===== src/rtl/pcc_seq_pkg.sv =====
package pcc_seq_pkg;

   typedef enum logic [1:0] {
      PH_IDLE   = 2'd0,
      PH_SETUP  = 2'd1,
      PH_STROBE = 2'd2,
      PH_HOLD   = 2'd3
   } pcc_phase_e;

   function automatic int pcc_max2(input int a, input int b);
      return (a > b) ? a : b;
   endfunction

   function automatic int pcc_max4(input int a, input int b, input int c, input int d);
      return pcc_max2(pcc_max2(a, b), pcc_max2(c, d));
   endfunction

endpackage


===== src/rtl/pcc_sync_bus.sv =====
module pcc_sync_bus #(
   parameter int   W       = 2,
   parameter int   STAGES  = 2,
   parameter logic RST_VAL = 1'b1
) (
   input  logic         clk,
   input  logic         rst_n,
   input  logic [W-1:0] din,
   output logic [W-1:0] dout
);

   if (STAGES < 2) begin : g_bad_stages
      $error("pcc_sync_bus: STAGES must be at least 2");
   end
   if (W < 1) begin : g_bad_width
      $error("pcc_sync_bus: W must be at least 1");
   end

   for (genvar b = 0; b < W; b++) begin : g_bit
      logic [STAGES-1:0] chain;
      always_ff @(posedge clk or negedge rst_n) begin
         if (!rst_n) begin
            chain <= {STAGES{RST_VAL}};
         end else begin
            chain <= {chain[STAGES-2:0], din[b]};
         end
      end
      assign dout[b] = chain[STAGES-1];
   end

endmodule


===== src/rtl/pcc_phase_ctrl.sv =====
module pcc_phase_ctrl
   import pcc_seq_pkg::*;
#(
   parameter int CNT_W = 5
) (
   input  logic             clk,
   input  logic             rst_n,
   input  logic             start,
   input  logic [CNT_W-1:0] su_len,
   input  logic [CNT_W-1:0] strobe_len,
   input  logic [CNT_W-1:0] hold_len,
   input  logic             wait_ok,
   output pcc_phase_e       phase,
   output logic [CNT_W-1:0] cnt,
   output logic             strobe_end,
   output logic             hold_end
);

   if (CNT_W < 2) begin : g_bad_cnt
      $error("pcc_phase_ctrl: CNT_W must be at least 2");
   end

   logic [CNT_W-1:0] cur_len;
   logic             last;

   always_comb begin
      unique case (phase)
         PH_SETUP:  cur_len = su_len;
         PH_STROBE: cur_len = strobe_len;
         PH_HOLD:   cur_len = hold_len;
         default:   cur_len = '0;
      endcase
   end

   assign last       = (cnt == cur_len - CNT_W'(1));
   assign strobe_end = (phase == PH_STROBE) && last && wait_ok;
   assign hold_end   = (phase == PH_HOLD) && last;

   always_ff @(posedge clk or negedge rst_n) begin
      if (!rst_n) begin
         phase <= PH_IDLE;
         cnt   <= '0;
      end else begin
         unique case (phase)
            PH_IDLE: begin
               cnt <= '0;
               if (start) phase <= PH_SETUP;
            end
            PH_SETUP: begin
               if (last) begin
                  phase <= PH_STROBE;
                  cnt   <= '0;
               end else begin
                  cnt <= cnt + CNT_W'(1);
               end
            end
            PH_STROBE: begin
               if (last) begin
                  if (wait_ok) begin
                     phase <= PH_HOLD;
                     cnt   <= '0;
                  end
               end else begin
                  cnt <= cnt + CNT_W'(1);
               end
            end
            PH_HOLD: begin
               if (last) begin
                  phase <= PH_IDLE;
                  cnt   <= '0;
               end else begin
                  cnt <= cnt + CNT_W'(1);
               end
            end
            default: begin
               phase <= PH_IDLE;
               cnt   <= '0;
            end
         endcase
      end
   end

   // the phase counter never passes the length of the current phase
   p_cnt_in_range_r6: assert property (@(posedge clk) disable iff (!rst_n)
      (phase != PH_IDLE) |-> (cnt < cur_len));

   // the hold phase always returns to idle on the next edge
   p_hold_to_idle_r11: assert property (@(posedge clk) disable iff (!rst_n)
      hold_end |=> (phase == PH_IDLE));

endmodule


===== src/rtl/pcc_pin_decode.sv =====
module pcc_pin_decode
   import pcc_seq_pkg::*;
#(
   parameter int CNT_W     = 5,
   parameter int IOIS_PICK = 3
) (
   input  logic             clk,
   input  logic             rst_n,
   input  pcc_phase_e       phase,
   input  logic [CNT_W-1:0] cnt,
   input  logic             io,
   input  logic             write,
   input  logic             attr,
   input  logic             wide,
   output logic             ce1_n,
   output logic             ce2_n,
   output logic             reg_n,
   output logic             oe_n,
   output logic             we_n,
   output logic             iord_n,
   output logic             iowr_n,
   output logic             data_oe
);

   logic busy;
   logic ce_on;
   logic strobe_on;

   assign busy      = (phase != PH_IDLE);
   assign strobe_on = (phase == PH_STROBE);

   always_comb begin
      if (!busy) begin
         ce_on = 1'b0;
      end else if (io && (phase == PH_SETUP)) begin
         ce_on = (cnt >= CNT_W'(IOIS_PICK));
      end else begin
         ce_on = 1'b1;
      end
   end

   assign ce1_n   = !ce_on;
   assign ce2_n   = !(ce_on && wide);
   assign reg_n   = !(busy && (io || attr));
   assign oe_n    = !(strobe_on && !io && !write);
   assign we_n    = !(strobe_on && !io && write);
   assign iord_n  = !(strobe_on && io && !write);
   assign iowr_n  = !(strobe_on && io && write);
   assign data_oe = busy && write;

   // a write strobe is never low without the data drivers enabled
   p_wdata_driven_r5: assert property (@(posedge clk) disable iff (!rst_n)
      (!we_n || !iowr_n) |-> data_oe);

   // the high byte enable is never low without the low byte enable
   p_ce2_with_ce1_r9: assert property (@(posedge clk) disable iff (!rst_n)
      !ce2_n |-> !ce1_n);

endmodule


===== src/rtl/pcc_cycle_seq.sv =====
module pcc_cycle_seq
   import pcc_seq_pkg::*;
#(
   parameter int AW             = 26,
   parameter int DW             = 16,
   parameter int WS_W           = 4,
   parameter int SYNC_STAGES    = 2,
   parameter int CE_SU          = 2,
   parameter int CE_HOLD        = 4,
   parameter int MEM_REG_SU     = 3,
   parameter int IO_REG_SU      = 2,
   parameter int ADDR_SU_BASE   = 1,
   parameter int ADDR_HOLD_BASE = 1,
   parameter int MEM_PULSE      = 7,
   parameter int IO_PULSE       = 6,
   parameter int MEM_WD_SU      = 2,
   parameter int MEM_WD_SPAN    = 8,
   parameter int IO_WD_SU       = 3,
   parameter int IO_WD_HOLD     = 3,
   parameter int IOIS_PICK      = 3
) (
   input  logic            clk,
   input  logic            rst_n,
   input  logic            req_valid,
   output logic            req_ready,
   input  logic [AW-1:0]   req_addr,
   input  logic [DW-1:0]   req_wdata,
   input  logic            req_wide,
   input  logic            req_write,
   input  logic            req_io,
   input  logic            req_attr,
   input  logic [WS_W-1:0] req_wait_cnt,
   output logic            rsp_done,
   output logic [DW-1:0]   rsp_rdata,
   output logic [AW-1:0]   card_addr,
   output logic [DW-1:0]   card_wdata,
   output logic            card_data_oe,
   input  logic [DW-1:0]   card_rdata,
   output logic            card_ce1_n,
   output logic            card_ce2_n,
   output logic            card_reg_n,
   output logic            card_oe_n,
   output logic            card_we_n,
   output logic            card_iord_n,
   output logic            card_iowr_n,
   input  logic            card_wait_n,
   input  logic            card_iois16_n
);

   // ---- derived interval lengths, in clocks ----
   localparam int SU_MEM   = pcc_max4(CE_SU, MEM_REG_SU, ADDR_SU_BASE + 2, MEM_WD_SU);
   localparam int SU_IO    = pcc_max4(IOIS_PICK + CE_SU, IO_REG_SU, ADDR_SU_BASE + 2, IO_WD_SU);
   localparam int WD_TAIL  = (MEM_WD_SPAN > MEM_PULSE) ? (MEM_WD_SPAN - MEM_PULSE) : 0;
   localparam int HOLD_LEN = pcc_max4(CE_HOLD, ADDR_HOLD_BASE + 1, IO_WD_HOLD, WD_TAIL);
   localparam int WS_MAX   = (1 << WS_W) - 1;
   localparam int MAX_LEN  = pcc_max4(SU_MEM, SU_IO, HOLD_LEN,
                                      pcc_max2(MEM_PULSE, IO_PULSE) + WS_MAX);
   localparam int CNT_W    = $clog2(MAX_LEN + 1) + 1;
   localparam int LANE_HI  = DW - 8;

   // ---- elaboration checks ----
   if (DW < 16 || (DW % 8) != 0) begin : g_bad_dw
      $error("pcc_cycle_seq: DW must be a multiple of 8 and at least 16");
   end
   if (SYNC_STAGES < 2) begin : g_bad_sync
      $error("pcc_cycle_seq: SYNC_STAGES must be at least 2");
   end
   if (IOIS_PICK < SYNC_STAGES + 1) begin : g_bad_pick
      $error("pcc_cycle_seq: IOIS_PICK must leave room for the synchronizer");
   end
   if (MEM_PULSE < SYNC_STAGES + 1 || IO_PULSE < SYNC_STAGES + 1) begin : g_bad_pulse
      $error("pcc_cycle_seq: strobe base must exceed synchronizer latency");
   end
   if (CE_SU < 1 || CE_HOLD < 1 || WS_W < 1) begin : g_bad_misc
      $error("pcc_cycle_seq: CE_SU, CE_HOLD and WS_W must be positive");
   end

   // ---- latched request ----
   logic [AW-1:0]    addr_q;
   logic [DW-1:0]    wdata_q;
   logic             wide_q;
   logic             write_q;
   logic             io_q;
   logic             attr_q;
   logic [CNT_W-1:0] su_len_q;
   logic [CNT_W-1:0] pulse_len_q;

   // ---- sequencing ----
   pcc_phase_e       phase;
   logic [CNT_W-1:0] cnt;
   logic             strobe_end;
   logic             hold_end;
   logic             accept;
   logic             wait_s_n;
   logic             iois_s_n;
   logic             pick_now;
   logic [DW-1:0]    rd_pick;
   logic             strobe_l;

   assign req_ready = (phase == PH_IDLE);
   assign accept    = req_valid && req_ready;
   assign pick_now  = io_q && (phase == PH_SETUP) && (cnt == CNT_W'(IOIS_PICK - 1));

   pcc_sync_bus #(
      .W       (2),
      .STAGES  (SYNC_STAGES),
      .RST_VAL (1'b1)
   ) i_sync (
      .clk  (clk),
      .rst_n(rst_n),
      .din  ({card_wait_n, card_iois16_n}),
      .dout ({wait_s_n, iois_s_n})
   );

   pcc_phase_ctrl #(
      .CNT_W (CNT_W)
   ) i_phase (
      .clk       (clk),
      .rst_n     (rst_n),
      .start     (accept),
      .su_len    (su_len_q),
      .strobe_len(pulse_len_q),
      .hold_len  (CNT_W'(HOLD_LEN)),
      .wait_ok   (wait_s_n),
      .phase     (phase),
      .cnt       (cnt),
      .strobe_end(strobe_end),
      .hold_end  (hold_end)
   );

   always_ff @(posedge clk or negedge rst_n) begin
      if (!rst_n) begin
         addr_q      <= '0;
         wdata_q     <= '0;
         wide_q      <= 1'b0;
         write_q     <= 1'b0;
         io_q        <= 1'b0;
         attr_q      <= 1'b0;
         su_len_q    <= CNT_W'(SU_MEM);
         pulse_len_q <= CNT_W'(MEM_PULSE);
      end else if (accept) begin
         addr_q      <= req_addr;
         wdata_q     <= req_wdata;
         wide_q      <= req_wide;
         write_q     <= req_write;
         io_q        <= req_io;
         attr_q      <= req_attr;
         su_len_q    <= req_io ? CNT_W'(SU_IO) : CNT_W'(SU_MEM);
         pulse_len_q <= (req_io ? CNT_W'(IO_PULSE) : CNT_W'(MEM_PULSE))
                        + CNT_W'(req_wait_cnt);
      end else if (pick_now) begin
         wide_q <= wide_q && !iois_s_n;
      end
   end

   // read lane selection: only the low lane is kept on a byte transfer
   for (genvar l = 0; l < DW / 8; l++) begin : g_lane
      if (l == 0) begin : g_low
         assign rd_pick[7:0] = card_rdata[7:0];
      end else begin : g_up
         assign rd_pick[l*8 +: 8] = wide_q ? card_rdata[l*8 +: 8] : 8'h00;
      end
   end

   always_ff @(posedge clk or negedge rst_n) begin
      if (!rst_n) begin
         rsp_rdata <= '0;
         rsp_done  <= 1'b0;
      end else begin
         rsp_done <= hold_end;
         if (strobe_end && !write_q) begin
            rsp_rdata <= rd_pick;
         end
      end
   end

   pcc_pin_decode #(
      .CNT_W    (CNT_W),
      .IOIS_PICK(IOIS_PICK)
   ) i_decode (
      .clk    (clk),
      .rst_n  (rst_n),
      .phase  (phase),
      .cnt    (cnt),
      .io     (io_q),
      .write  (write_q),
      .attr   (attr_q),
      .wide   (wide_q),
      .ce1_n  (card_ce1_n),
      .ce2_n  (card_ce2_n),
      .reg_n  (card_reg_n),
      .oe_n   (card_oe_n),
      .we_n   (card_we_n),
      .iord_n (card_iord_n),
      .iowr_n (card_iowr_n),
      .data_oe(card_data_oe)
   );

   assign card_addr  = addr_q;
   assign card_wdata = wdata_q;
   assign strobe_l   = !card_oe_n || !card_we_n || !card_iord_n || !card_iowr_n;

   // ---- protocol checks ----
   // at most one strobe is low at any time
   p_single_strobe_r4: assert property (@(posedge clk) disable iff (!rst_n)
      $countones({!card_oe_n, !card_we_n, !card_iord_n, !card_iowr_n}) <= 1);

   // card enable low on the two clocks before the strobe falls
   p_ce_setup_r2: assert property (@(posedge clk) disable iff (!rst_n)
      $rose(strobe_l) |-> (!$past(card_ce1_n) && !$past(card_ce1_n, 2)));

   // card enable still low right after the strobe rises
   p_ce_hold_r2: assert property (@(posedge clk) disable iff (!rst_n)
      $fell(strobe_l) |-> !card_ce1_n);

   // a low synchronized WAIT keeps the strobe low on the next clock
   p_wait_stretch_r7: assert property (@(posedge clk) disable iff (!rst_n)
      (strobe_l && !wait_s_n) |=> strobe_l);

   // address and register-space line do not move under the strobe
   p_addr_stable_r3: assert property (@(posedge clk) disable iff (!rst_n)
      (strobe_l && $past(strobe_l)) |-> ($stable(card_addr) && $stable(card_reg_n)));

   // completion is a single-clock pulse
   p_done_single_r11: assert property (@(posedge clk) disable iff (!rst_n)
      rsp_done |=> !rsp_done);

   // completion is only signalled when a new request can be taken
   p_done_ready_r11: assert property (@(posedge clk) disable iff (!rst_n)
      rsp_done |-> req_ready);

   // ready only drops because a request was offered
   p_ready_drop_r11: assert property (@(posedge clk) disable iff (!rst_n)
      $fell(req_ready) |-> $past(req_valid));

endmodule


===== config.mk =====
export PLATFORM = sky130hd
export DESIGN_NAME = pcc_cycle_seq
export DESIGN_NICKNAME = d
export VERILOG_FILES = /design/src/rtl/pcc_seq_pkg.sv /design/src/rtl/pcc_sync_bus.sv /design/src/rtl/pcc_phase_ctrl.sv /design/src/rtl/pcc_pin_decode.sv /design/src/rtl/pcc_cycle_seq.sv
export SDC_FILE = /design/constraint.sdc
export NUM_CORES = 1
export LEC_CHECK = 0
export ABC_AREA = 1
export CAP_MARGIN = 20
export CORE_MARGIN = 1
export CORE_UTILIZATION = 47
export DETAILED_ROUTE_END_ITERATION = 8
export PLACE_DENSITY = 0.85
export SLEW_MARGIN = 20
export SYNTH_ARGS = -nofsm -noshare
export SYNTH_HDL_FRONTEND = slang
export SYNTH_SLANG_ARGS = --single-unit

===== constraint.sdc =====
create_clock -name clk -period 4.56 [get_ports clk]
set_input_delay 0.684 -clock clk [delete_from_list [all_inputs] [get_ports clk]]
set_output_delay 0.684 -clock clk [all_outputs]
set_load 0.1 [all_outputs]

==> impl_metrics.ini <==
[floorplan]
die_area_um2 = 8090
io_pins = 139
core-area_um2 = 7370
start_util_pct = 49.4
fp-row-count = 31
chipHeight_um = 90.0
fp.dieW_um = 90.0

[route]
routed_wl_mm = 9.34
wl_per_cell_um = 13.9
drt-initial-drc-count = 170
via_count = 3305
postRouteAntennaNets = 0
first_pass_iters = 4
drc = 0
viasPerCell = 4.90

[global_route]
grt_max_degree = 82
grt_usage_pct = 24.0
antenna_found_initial = 0
grt_overflow = 0
first_global_vias = 3290
grt_pass1_wl_mm = 15.5

[placed_design]
dp_slack_ns = 1.70
dp_hpwl_mm = 6.39
place_congestion = 0.933
port_buffers = 138

[synth]
synth_edf_count = 0
seq_area_frac_synth_pct = 56.0
synth_cells = 435
ys_ff_latch = 81
ys_types = 25
syn_area_um2 = 3640
async_reset_ff_share_pct = 100
synth_nets = 516
avgSynthCellArea_um2 = 8.36
synth_warnings = 0
synth_ff_type = dfrtp_1

[timing]
slew_headroom_pct = 31.0
fin_crit_sh_pct = 71.5
hold_viol_final = 0
slew_viol_final = 0
timing.final.ws_setup_ns = 1.30
fin_worst_skew_ns = 0.0105
rsz0062_at_grt = no
clock.fmax_mhz = 307
tns_ns = 0
fin_crit_ns = 3.26
worst_pin_slew_ns = 1.03
finalSetupViolCount = 0

[layout]
mostFrequentLayoutCell = nand2_1
fill_cells = 546
final_nets = 651
diodes = 0
drive_gt1_share_pct = 6.43
syn2layout_area_growth_pct = 47.0
final_cell_mix = nand2_1, clkdlybuf4s50_1, dfrtp_1, nand3_1, inv_1

[setup_path]
critical_path.reg2reg.startpoint = i_phase.phase[0]$_DFFE_PN0P_
crit_arrival_ns = 2.58
crit_buf_inv = 3
required_ns = 3.88
cpMaxStageDelayCell = clkdlybuf4s50_1
crit_cells = 5
path_delay_family = buffers and inverters
ff2ff_path_depth = 15
rrSetupSlack_ns = 1.69
endpoint_kind = primary output
critPathMaxFanout = 8
path_cells = inv_1, ha_1, inv_1, o21ai_0, clkdlybuf4s50_1
setup.worst_path.start = i_phase.phase[0]$_DFFE_PN0P_
timing.rr.end = rsp_rdata[14]$_DFFE_PN0P_
cp-start-kind = flop
critical-path-max-stage-delay_ns = 1.16
cp_common_cell = inv_1
crit_type = reg2out

[flow_run]
drv_cap = 0

[hold_path]
min_path_type = in2async

[clocking]
h-tree-depth = 3
cts_tree = yes
cts_resized = 0
cts_buffer_depth = 2
holdBufCountCts = 0
cts_made_buffers = 9
clock-root-buffer = clkbuf_8
clk_latency_ns = 0.35
clk_pin_slew_worst_paths_ns = 0.09
post-cts-setup-buffers = 0
cts_sinks = 81

[run_status]
status = completed
==> cells by family (layout without fill, tap and decap cells) <==
family / Yosys count / in the layout / synth area share [%]
compound gates: 20 / 20 / 2.96
xor+xnor: 8 / 8 / 1.93
fa+ha+maj: 10 / 10 / 3.44
buf+inv: 41 / 181 / 4.82
flops: 81 / 81 / 56.0
simple gates: 275 / 275 / 30.9
==> routing by layer <==
layer	vias to the layer above	GRT usage (%)	routed length, µm
met3	17	9.31	820
met1	1554	28.2	3800
met5	-	0	0
met4	0	8.06	167
li1	1615	-	-
met2	119	40.4	4560
==> flip-flops by register name, indices dropped and copies added (netlist names) <==
name                count
card_wdata             16
pulse_len_q             5
i_sync.g_bit.chain      4
card_addr              26
rsp_rdata              16
attr_q                  1
i_phase.phase           2
rsp_done                1
su_len_q                2
i_phase.cnt             6
wide_q                  1
write_q                 1
==> per-stage QoR <==
step	util, %	cells	hold WS, ns	area [µm²]
floorplan	-	435	0.345	3640
global placement	68.7	657	0.347	5060
detailed placement	68.7	657	0.348	5060
CTS	72.1	673	0.360	5310
global route	72.5	674	0.277	5350
finish	72.5	674	0.259	5350
==> worst max path at each step <==
stage	end	slack (ns)
2_1_floorplan	card_ce1_n	0.52
3_3_place_gp	card_reg_n	1.77
3_5_place_dp	rsp_rdata[14]$_DFFE_PN0P_	1.70
4_1_cts	card_oe_n	1.31
5_1_grt	card_reg_n	1.19
6_report	card_reg_n	1.30
==> layout make-up <==
class / count / area (µm²) / share of cell area (%)
timing repair buffer: 140 / 1410 / 26.4
clock buffer: 9 / 124 / 2.32
clock inverter: 7 / 124 / 2.32
inverter: 25 / 96.3 / 1.80
tap: 99 / 124 / 2.32
sequential: 81 / 2040 / 38.1
multi-input combinational: 313 / 1430 / 26.8
==> synth_stat cells (3+ instances only) <==
master    instances  area share (%)
dfrtp_1          73              50
dfstp_2           8             5.8
nand3b_1          8             1.7
inv_1            21             2.2
clkbuf_1         13             1.3
a21oi_1           3            0.41
nand2_1         223              23
ha_1             10             3.4
o21ai_0          14             1.9
nand3_1          24             3.3
xnor2_1           4            0.96
nor2_1           11             1.1
xor2_1            4            0.96
inv_2             3            0.31
==> worst register-to-register path, stage by stage (launching register included) <==
cell and delay [ns]:
dfrtp_1 0.44, inv_1 0.13, ha_1 0.43, nand3_1 0.13, nand2_1 0.14, inv_2 0.08
ha_1 0.30, xnor2_1 0.13, a21oi_1 0.12, nand3_1 0.09, nor2_1 0.13, nand2_2 0.14
inv_4 0.19, nand2_4 0.15, nand2_1 0.12, nand2_1 0.06
Power is not shown: default switching activity piles up to over one toggle a cycle in this logic, so the estimate is an artifact.
